`src/rtl/sic_pkg.sv`:
```
package sic_pkg;
  localparam int unsigned APBX_BASE = 4;
  localparam int unsigned AHBX_BASE = 20;
  localparam int unsigned EXP_BASE  = 16;

  localparam logic [11:0] OFS_MPC_STAT = 12'h01C;
  localparam logic [11:0] OFS_PPC_STAT = 12'h020;
  localparam logic [11:0] OFS_PPC_CLR  = 12'h024;
  localparam logic [11:0] OFS_PPC_EN   = 12'h028;
  localparam logic [11:0] OFS_MSC_STAT = 12'h030;
  localparam logic [11:0] OFS_MSC_CLR  = 12'h034;
  localparam logic [11:0] OFS_MSC_EN   = 12'h038;
  localparam logic [11:0] OFS_BRG_STAT = 12'h040;
  localparam logic [11:0] OFS_BRG_CLR  = 12'h044;
  localparam logic [11:0] OFS_BRG_EN   = 12'h048;

  typedef enum logic [1:0] {SZ_BYTE = 2'd0, SZ_HALF = 2'd1, SZ_WORD = 2'd2} bus_size_e;

  // flat index (apb, then apbx, then ahbx) -> bit in peripheral status word
  function automatic int unsigned ppc_bit(int unsigned k, int unsigned n_apb, int unsigned n_apbx);
    if (k < n_apb) return k;
    else if (k < n_apb + n_apbx) return APBX_BASE + (k - n_apb);
    else return AHBX_BASE + (k - n_apb - n_apbx);
  endfunction
endpackage

```
`src/rtl/sic_sticky_bank.sv`:
```
module sic_sticky_bank #(
  parameter int unsigned W = 8
) (
  input  logic         clk_i,
  input  logic         rst_ni,
  input  logic [W-1:0] set_i,
  input  logic [W-1:0] clr_i,
  output logic [W-1:0] stat_o
);
  logic [W-1:0] stat_q;

  // set wins over a same-cycle clear
  always_ff @(posedge clk_i or negedge rst_ni) begin
    if (!rst_ni) stat_q <= '0;
    else         stat_q <= (stat_q & ~clr_i) | set_i;
  end

  assign stat_o = stat_q;
endmodule

```
`src/rtl/sic_ppc_ctrl.sv`:
```
module sic_ppc_ctrl #(
  parameter int unsigned N_APB  = 2,
  parameter int unsigned N_APBX = 4,
  parameter int unsigned N_AHBX = 4,
  localparam int unsigned NT    = N_APB + N_APBX + N_AHBX
) (
  input  logic          clk_i,
  input  logic          rst_ni,
  input  logic [NT-1:0] irq_i,
  input  logic          wr_clr_i,
  input  logic          wr_en_i,
  input  logic [31:0]   wdata_i,
  output logic [NT-1:0] stat_o,
  output logic [NT-1:0] en_o,
  output logic [31:0]   stat_word_o,
  output logic [31:0]   en_word_o
);
  logic [NT-1:0] clr_mask, en_wr, en_q;

  always_comb begin
    for (int k = 0; k < NT; k++) begin
      clr_mask[k] = wr_clr_i & wdata_i[sic_pkg::ppc_bit(k, N_APB, N_APBX)];
      en_wr[k]    = wdata_i[sic_pkg::ppc_bit(k, N_APB, N_APBX)];
    end
  end

  sic_sticky_bank #(.W(NT)) u_stat (
    .clk_i  (clk_i),
    .rst_ni (rst_ni),
    .set_i  (irq_i),
    .clr_i  (clr_mask),
    .stat_o (stat_o)
  );

  always_ff @(posedge clk_i or negedge rst_ni) begin
    if (!rst_ni)      en_q <= '0;
    else if (wr_en_i) en_q <= en_wr;
  end

  assign en_o = en_q;

  always_comb begin
    stat_word_o = '0;
    en_word_o   = '0;
    for (int k = 0; k < NT; k++) begin
      stat_word_o[sic_pkg::ppc_bit(k, N_APB, N_APBX)] = stat_o[k];
      en_word_o[sic_pkg::ppc_bit(k, N_APB, N_APBX)]   = en_q[k];
    end
  end
endmodule

```
`src/rtl/sic_msc_ctrl.sv`:
```
module sic_msc_ctrl #(
  parameter int unsigned N_MSC = 4
) (
  input  logic             clk_i,
  input  logic             rst_ni,
  input  logic [N_MSC-1:0] irq_i,
  input  logic             wr_clr_i,
  input  logic             wr_en_i,
  input  logic [31:0]      wdata_i,
  output logic [N_MSC-1:0] clr_o,
  output logic             irq_o,
  output logic [31:0]      stat_word_o,
  output logic [31:0]      en_word_o
);
  localparam int unsigned B = sic_pkg::EXP_BASE;
  logic [N_MSC-1:0] stat_q, en_q, clr_q;

  always_ff @(posedge clk_i or negedge rst_ni) begin
    if (!rst_ni) begin
      stat_q <= '0;
      en_q   <= '0;
      clr_q  <= '0;
    end else begin
      stat_q <= irq_i;
      if (wr_en_i)  en_q  <= wdata_i[B +: N_MSC];
      if (wr_clr_i) clr_q <= wdata_i[B +: N_MSC];
    end
  end

  assign clr_o = clr_q;
  assign irq_o = |(stat_q & en_q);

  always_comb begin
    stat_word_o = '0;
    en_word_o   = '0;
    stat_word_o[B +: N_MSC] = stat_q;
    en_word_o[B +: N_MSC]   = en_q;
  end
endmodule

```
`src/rtl/sec_irq_collector.sv`:
```
module sec_irq_collector #(
  parameter int unsigned ADDR_W    = 12,
  parameter int unsigned N_MPC     = 4,
  parameter int unsigned N_MPC_EXP = 4,
  parameter int unsigned N_APB     = 2,
  parameter int unsigned N_APBX    = 4,
  parameter int unsigned N_AHBX    = 4,
  parameter int unsigned N_MSC     = 4
) (
  input  logic                 clk_i,
  input  logic                 rst_ni,
  input  logic [ADDR_W-1:0]    bus_addr_i,
  input  logic                 bus_we_i,
  input  logic [1:0]           bus_size_i,
  input  logic [31:0]          bus_wdata_i,
  output logic [31:0]          bus_rdata_o,
  input  logic [N_MPC-1:0]     mpc_irq_i,
  input  logic [N_MPC_EXP-1:0] mpc_exp_irq_i,
  input  logic [N_APB-1:0]     ppc_apb_irq_i,
  input  logic [N_APBX-1:0]    ppc_apbx_irq_i,
  input  logic [N_AHBX-1:0]    ppc_ahbx_irq_i,
  output logic [N_APB-1:0]     ppc_apb_clr_o,
  output logic [N_APB-1:0]     ppc_apb_en_o,
  output logic [N_APBX-1:0]    ppc_apbx_clr_o,
  output logic [N_APBX-1:0]    ppc_apbx_en_o,
  output logic [N_AHBX-1:0]    ppc_ahbx_clr_o,
  output logic [N_AHBX-1:0]    ppc_ahbx_en_o,
  input  logic [N_MSC-1:0]     msc_exp_irq_i,
  output logic [N_MSC-1:0]     msc_clr_o,
  output logic                 msc_irq_o
);
  import sic_pkg::*;

  localparam int unsigned NT = N_APB + N_APBX + N_AHBX;

  logic [ADDR_W-1:0] word_addr;
  logic              wr_ok;
  logic [N_MPC-1:0]     mpc_q;
  logic [N_MPC_EXP-1:0] mpcx_q;
  logic [15:0]          brg_en_q;
  logic [NT-1:0]        ppc_stat, ppc_en;
  logic [31:0]          ppc_stat_w, ppc_en_w, msc_stat_w, msc_en_w, mpc_w;

  assign word_addr = {bus_addr_i[ADDR_W-1:2], 2'b00};
  assign wr_ok     = bus_we_i && (bus_size_i == SZ_WORD);

  function automatic logic hit(logic [ADDR_W-1:0] a, logic [11:0] ofs);
    return a == ADDR_W'(ofs);
  endfunction

  always_ff @(posedge clk_i or negedge rst_ni) begin
    if (!rst_ni) begin
      mpc_q    <= '0;
      mpcx_q   <= '0;
      brg_en_q <= '0;
    end else begin
      mpc_q  <= mpc_irq_i;
      mpcx_q <= mpc_exp_irq_i;
      if (wr_ok && hit(word_addr, OFS_BRG_EN)) brg_en_q <= bus_wdata_i[31:16];
    end
  end

  always_comb begin
    mpc_w = '0;
    mpc_w[N_MPC-1:0]           = mpc_q;
    mpc_w[EXP_BASE +: N_MPC_EXP] = mpcx_q;
  end

  sic_ppc_ctrl #(.N_APB(N_APB), .N_APBX(N_APBX), .N_AHBX(N_AHBX)) u_ppc (
    .clk_i       (clk_i),
    .rst_ni      (rst_ni),
    .irq_i       ({ppc_ahbx_irq_i, ppc_apbx_irq_i, ppc_apb_irq_i}),
    .wr_clr_i    (wr_ok && hit(word_addr, OFS_PPC_CLR)),
    .wr_en_i     (wr_ok && hit(word_addr, OFS_PPC_EN)),
    .wdata_i     (bus_wdata_i),
    .stat_o      (ppc_stat),
    .en_o        (ppc_en),
    .stat_word_o (ppc_stat_w),
    .en_word_o   (ppc_en_w)
  );

  assign {ppc_ahbx_clr_o, ppc_apbx_clr_o, ppc_apb_clr_o} = ppc_stat;
  assign {ppc_ahbx_en_o,  ppc_apbx_en_o,  ppc_apb_en_o}  = ppc_en;

  sic_msc_ctrl #(.N_MSC(N_MSC)) u_msc (
    .clk_i       (clk_i),
    .rst_ni      (rst_ni),
    .irq_i       (msc_exp_irq_i),
    .wr_clr_i    (wr_ok && hit(word_addr, OFS_MSC_CLR)),
    .wr_en_i     (wr_ok && hit(word_addr, OFS_MSC_EN)),
    .wdata_i     (bus_wdata_i),
    .clr_o       (msc_clr_o),
    .irq_o       (msc_irq_o),
    .stat_word_o (msc_stat_w),
    .en_word_o   (msc_en_w)
  );

  always_comb begin
    bus_rdata_o = '0;
    if      (hit(word_addr, OFS_MPC_STAT)) bus_rdata_o = mpc_w;
    else if (hit(word_addr, OFS_PPC_STAT)) bus_rdata_o = ppc_stat_w;
    else if (hit(word_addr, OFS_PPC_EN))   bus_rdata_o = ppc_en_w;
    else if (hit(word_addr, OFS_MSC_STAT)) bus_rdata_o = msc_stat_w;
    else if (hit(word_addr, OFS_MSC_EN))   bus_rdata_o = msc_en_w;
    else if (hit(word_addr, OFS_BRG_EN))   bus_rdata_o = {brg_en_q, 16'h0000};
  end
endmodule

```
`config.mk`:
```
export PLATFORM = sky130hd
export DESIGN_NAME = sec_irq_collector
export DESIGN_NICKNAME = d
export VERILOG_FILES = /design/src/rtl/sic_pkg.sv /design/src/rtl/sic_sticky_bank.sv /design/src/rtl/sic_ppc_ctrl.sv /design/src/rtl/sic_msc_ctrl.sv /design/src/rtl/sec_irq_collector.sv
export SDC_FILE = /design/constraint.sdc
export NUM_CORES = 1
export LEC_CHECK = 0
export BUFFER_PORTS_ARGS = -buffer_cell sky130_fd_sc_hd__buf_4
export CAP_MARGIN = 20
export CORE_AREA = 5 5 82 84
export CTS_BUF_LIST = sky130_fd_sc_hd__clkbuf_16
export DETAILED_ROUTE_END_ITERATION = 10
export DIE_AREA = 0 0 87 89
export PLACE_DENSITY_LB_ADDON = 0.08
export RECOVER_POWER = 25
export SYNTH_ARGS = -nofsm -noshare
export SYNTH_HDL_FRONTEND = slang
export SYNTH_SLANG_ARGS = --single-unit
export TNS_END_PERCENT = 100
```
`constraint.sdc`:
```
create_clock -name clk_i -period 2.93 [get_ports clk_i]
set_input_delay 0.7325 -clock clk_i [delete_from_list [all_inputs] [get_ports clk_i]]
set_output_delay 0.7325 -clock clk_i [all_outputs]
set_load 0.02 [all_outputs]
```
# Yosys cells after proc, flatten, opt, wreduce, memory -nomap -nowiden
# Index checks and enable logic that the tools add are counted.
[classes] n_reduce_logical=7 bitwise_logic=14 n_mux=6 eq_ne=9
[ops] cell="$mux 32" count=6
[ops] cell="$eq 10x4->1 const B" count=6
[ops] cell="$and 1x1->1" count=10
[ops] cell="$and 10x10->10" count=1
[ops] cell="$eq 10x3->1 const B" count=1
[ops] cell="$eq 10x5->1 const B" count=1
[ops] cell="$not 10->10" count=1
[ops] cell="$or 10x10->10" count=1
[ops] cell="$logic_and 1x1->1" count=6
[ops] cell="$and 4x4->4" count=1
[ops] cell="$reduce_or 4->1" count=1
[ops] cell="$eq 2x2->1 const B" count=1
[totals] wordCells=44 register_bits=56 input_bits=71 output_inout_bits=57

# Logic depth before layout (Yosys ltp)
[logic_depth] word_depth=7 mapped_depth=6 ltp_nobuf=4

# Hierarchy
# A second synthesis with hierarchy kept.
[unflattened] hier_cells=472 area_unflattened_um2=4538.1
[modules_own_cells] mod="sec_irq_collector" cells_each=266 instances=1 area_each_um2=2383.5 seq_area_each_um2=600.6
[modules_own_cells] mod="sic_ppc_ctrl" cells_each=96 instances=1 area_each_um2=958.4 seq_area_each_um2=250.2
[modules_own_cells] mod="sic_msc_ctrl" cells_each=80 instances=1 area_each_um2=833.3 seq_area_each_um2=300.3
[modules_own_cells] mod="sic_sticky_bank" cells_each=30 instances=1 area_each_um2=362.8 seq_area_each_um2=250.2

# Least setup slack after synthesis
# Ideal clock, no wire load.
[synth_path] path_type="input port to output port" from="in bus_addr_i[6]" to="out bus_rdata_o[0]" arrival_time_ps=2259 slack_ps=-61 path_stages=5 path_cell_list="or4_1 buf_6 or3_1 clkbuf_1 o2bb2ai_1"
[synth_between] elab_chain_len=6 word_cells_on_any_way=10 classes_between="eq/ne: 5; mux: 5"
[synth_rtl] item="from (decl)" line="sec_irq_collector.sv:12" source="input logic [ADDR_W-1:0] bus_addr_i,"
[synth_rtl] item="$eq 10x4->1" line="sec_irq_collector.sv:48" source="return a == ADDR_W'(ofs);"
[synth_rtl] item="$mux 32" line="sec_irq_collector.sv:104" source="else if (hit(word_addr, OFS_MSC_EN)) bus_rdata_o = msc_en_w;"
[synth_rtl] item="$mux 32" line="sec_irq_collector.sv:103" source="else if (hit(word_addr, OFS_MSC_STAT)) bus_rdata_o = msc_stat_w;"
[synth_rtl] item="$mux 32" line="sec_irq_collector.sv:102" source="else if (hit(word_addr, OFS_PPC_EN)) bus_rdata_o = ppc_en_w;"
[synth_rtl] item="$mux 32" line="sec_irq_collector.sv:101" source="else if (hit(word_addr, OFS_PPC_STAT)) bus_rdata_o = ppc_stat_w;"
[synth_rtl] item="$mux 32 *" line="sec_irq_collector.sv:100" source="if (hit(word_addr, OFS_MPC_STAT)) bus_rdata_o = mpc_w;"
[synth_rtl] item="to (decl)" line="sec_irq_collector.sv:16" source="output logic [31:0] bus_rdata_o,"
# Mark *: on every way between the ends. The rest lies on a longest branch, timed or not.

# Worst setup path in the final report
[layout_path] from="in bus_addr_i[4]" to="out bus_rdata_o[20]"
[layout_between] elab_chain_len=7 word_cells_on_any_way=12 classes_between="eq/ne: 6; mux: 6"
[layout_rtl] item="$eq 10x5->1" line="sec_irq_collector.sv:48"
[layout_rtl] item="$mux 32" line="sec_irq_collector.sv:105" source="else if (hit(word_addr, OFS_BRG_EN)) bus_rdata_o = {brg_en_q, 16'h0000};"
[layout_rtl] item="$mux 32" line="sec_irq_collector.sv:104"
[layout_rtl] item="$mux 32" line="sec_irq_collector.sv:103"
[layout_rtl] item="$mux 32" line="sec_irq_collector.sv:102"
[layout_rtl] item="$mux 32" line="sec_irq_collector.sv:101"
[layout_rtl] item="$mux 32 *" line="sec_irq_collector.sv:100"
# Marks and branches as above.

==> results by group <==
Synth
  • Syn_area_per_cell: 12.6 um2
  • Ys Warns: 0
  • Post-synth ARST share: 100%
  • Ys flop type: dfrtp_1
  • Number of synthesized flops with an enable pin: 0
  • Register bit total from synthesis: 56
  • Distinct cell type count after synthesis: 41
  • Netlist Area Pre-Place: 2660 um2
  • Synth Instances: 210
  • Seq/Total Area, Yosys: 52.8%

Timing
  • Worst Skew: 0 ns
  • Slew @ Worst Pin: 1.37 ns
  • Max-Slew Margin vs Limit: 8.59%
  • Share of the cycle needed by the critical path after routing: 100%
  • RSZ-0062 raised after global routing: yes
  • Fmax: 0.340 GHz
  • Final Critical Period: 2.94 ns
  • Endpoints failing setup: 2
  • Final hold vios: 0
  • Pins over their slew limit: 0
  • Worst setup margin: -0.0101 ns

Worst setup path
  • Reg2reg setup slack: 2.12 ns
  • Reg2Reg Depth: 1
  • Critical R2R Launch: u_ppc.en_o[6]$_DFFE_PN0P_
  • Worst setup EP type: output port
  • FF-to-FF End: u_ppc.en_o[6]$_DFFE_PN0P_
  • CP Data Required Time: 2.20 ns
  • CP max FO: 7
  • Crit Path Category: in -> out
  • CP arrival: 2.21 ns
  • Startpoint types: primary input

Flow run
  • Total of max-cap violations: 0

Clock network
  • CTS tree: done
  • Clk sinks: 56
  • CTS Buf Count: 5
  • Clock Tree Root: clkbuf_16
  • CTS max path bufs: 2
  • Worst-Skew Late Latency: 0.29 ns
  • H-tree depth: 2
  • CTS clk-pin slew, worst paths: 0.07 ns

Place
  • Inst Count DP: 398
  • GPL Wtd Cong: 0.792
  • IO buf count: 107
  • Pre-CTS setup slack: -0.122 ns
  • DPL Wire Length: 5.13 mm

Cells and area
  • Commonest non-fill, non-tap cell in the layout: buf_4
  • Highest-count cells in the layout ignoring fill and taps: buf_4, dfrtp_1, mux2_2, nand2_1, mux2_4
  • Filler cell count: 486
  • Layout cells sized above 1: 55.7%
  • Fin cells: 409
  • Area grow syn2layout: 44.5%
  • Layout net count: 404
  • Antenna diodes: 0

Status
  • Failing checks: negative setup slack
  • Outcome: complete, but fails checks

Global route
  • Tot GR Track Use: 17.6%
  • Vias in the first global route: 2145
  • First-pass GRT wire length: 10.7 mm
  • Largest net degree at the start of global routing: 57
  • Initial antenna violation count: 0
  • Total global routing overflow: 0

Hold path
  • Hold Path End: brg_en_q[13]$_DFFE_PN0P_
  • Hold depth: 1
  • Worst min path class: reg -> reg
  • HP Start: brg_en_q[13]$_DFFE_PN0P_

Routing
  • Via count: 2097
  • Antenna-violating nets left: 0
  • Vias per cell: 5.13
  • DRC violation count after routing: 0
  • Starting DRC count in detailed routing: 70
  • Final wirelength: 6.67 mm
  • Drt pass-1 iters: 4
  • WL/cell: 16.3 um

Die
  • Core footprint: 5850 um2
  • Chip Height: 89 um
  • Chip width: 87 um
  • Full die area: 7740 um2
  • I/O pin total: 128
  • # rows: 28
  • Initial core utilization: 45.4%

Pwr
  • Pwr Density: 411 nW/um2
  • VDD IR max: 289 uV
  • Lkg Pwr: 1.88 nW
## repair_timing
item	4_1_cts	5_1_grt
gates resized for setup	18	7
setup buffers	2	1
hold buffers	0	0
pin swaps	12	5
cloned	0	0
endpoints found under the setup margin	14	16
## stage by stage
stage / utilization (%) / power, mW / cell area [um2] / setup TNS (ns) / hold WS [ns]
floorplan: - / 0.843 / 2680 / -0.162 / 0.437
global placement: 61.1 / 0.932 / 3570 / -1.01 / 0.479
detailed placement: 61.1 / 0.934 / 3570 / -1.25 / 0.486
CTS: 65.2 / 1.59 / 3810 / -0.0181 / 0.502
global route: 65.6 / 1.65 / 3840 / -0.274 / 0.529
finish: 65.6 / 1.58 / 3840 / -0.0155 / 0.496
## cells in the mapped netlist (2+ instances only)
cell       count  share of area, %
a21o_1        10               2.8
buf_6          2              0.85
nand2_1       16               2.3
or4_1          5               1.4
nor4_1         2              0.47
mux2_2        20               8.5
dfrtp_1       56                53
buf_4          8               2.3
a22oi_1        6               1.7
mux2i_1        6               2.3
a221o_1        4               1.5
mux2_4        14               7.9
clkbuf_1       3              0.42
nand3_1        2              0.38
a21oi_1        8               1.5
o2bb2ai_1      2              0.66
nor2_1        10               1.4
and2_1        10               2.4
o21ai_0        4              0.75
## report_power, final
group | switching [mW] | internal, mW
Combinational | 0.0650 | 0.0712
Clock | 0.253 | 0.399
Sequential | 0.00507 | 0.783
Total | 0.323 | 1.25
## metal layers
metal	track usage, %	wire (um)	vias to the layer above
met5	0	0	-
met4	5.81	108	0
met3	3.50	473	8
met2	28.6	3310	75
met1	23.6	2780	1027
li1	-	-	987
## cells by family (layout without fill, tap and decap cells)
logic type | Yosys count | in the layout | synth area share, %
and+or+nand+nor | 61 | 61 | 14.6
buffers and inverters | 18 | 135 | 4.95
muxes | 40 | 40 | 18.7
AOI/OAI and AO/OA | 34 | 34 | 8.95
other | 1 | 8 | 0.141
DFF | 56 | 56 | 52.8
## sequential cells by signal (all words and copies together) (netlist names)
name	cells
brg_en_q	16
mpc_q	4
mpcx_q	4
u_msc.clr_o	4
u_msc.en_q	4
u_msc.stat_q	4
u_ppc.en_o	10
u_ppc.u_stat.stat_o	10
## area by class of cell
type | count | area [um2] | share of cell area [%]
sequential | 56 | 1400 | 36.5
multi-input combinational | 143 | 1200 | 31.2
inverter | 1 | 3.75 | 0.0978
timing repair buffer | 126 | 977 | 25.5
clock inverter | 3 | 38.8 | 1.01
clock buffer | 5 | 125 | 3.26
tap | 75 | 93.8 | 2.45
## critical path: stages
cell and delay, ns:
buf_6 0.09, or4b_4 0.58, or4_1 0.42, a21oi_1 0.16, a21oi_1 0.07, buf_4 0.16
## how the worst max path moves through the flow
stage                   startpoint               to  cells past startpoint
finish               bus_addr_i[4]  bus_rdata_o[20]                      6
global placement     bus_addr_i[6]  bus_rdata_o[20]                      7
floorplan            bus_addr_i[6]   bus_rdata_o[0]                      5
global route         bus_addr_i[6]  bus_rdata_o[20]                      7
detailed placement  bus_addr_i[11]   bus_rdata_o[0]                      5
CTS                  bus_addr_i[4]  bus_rdata_o[20]                      7
Power figures use the tool's default switching activity.
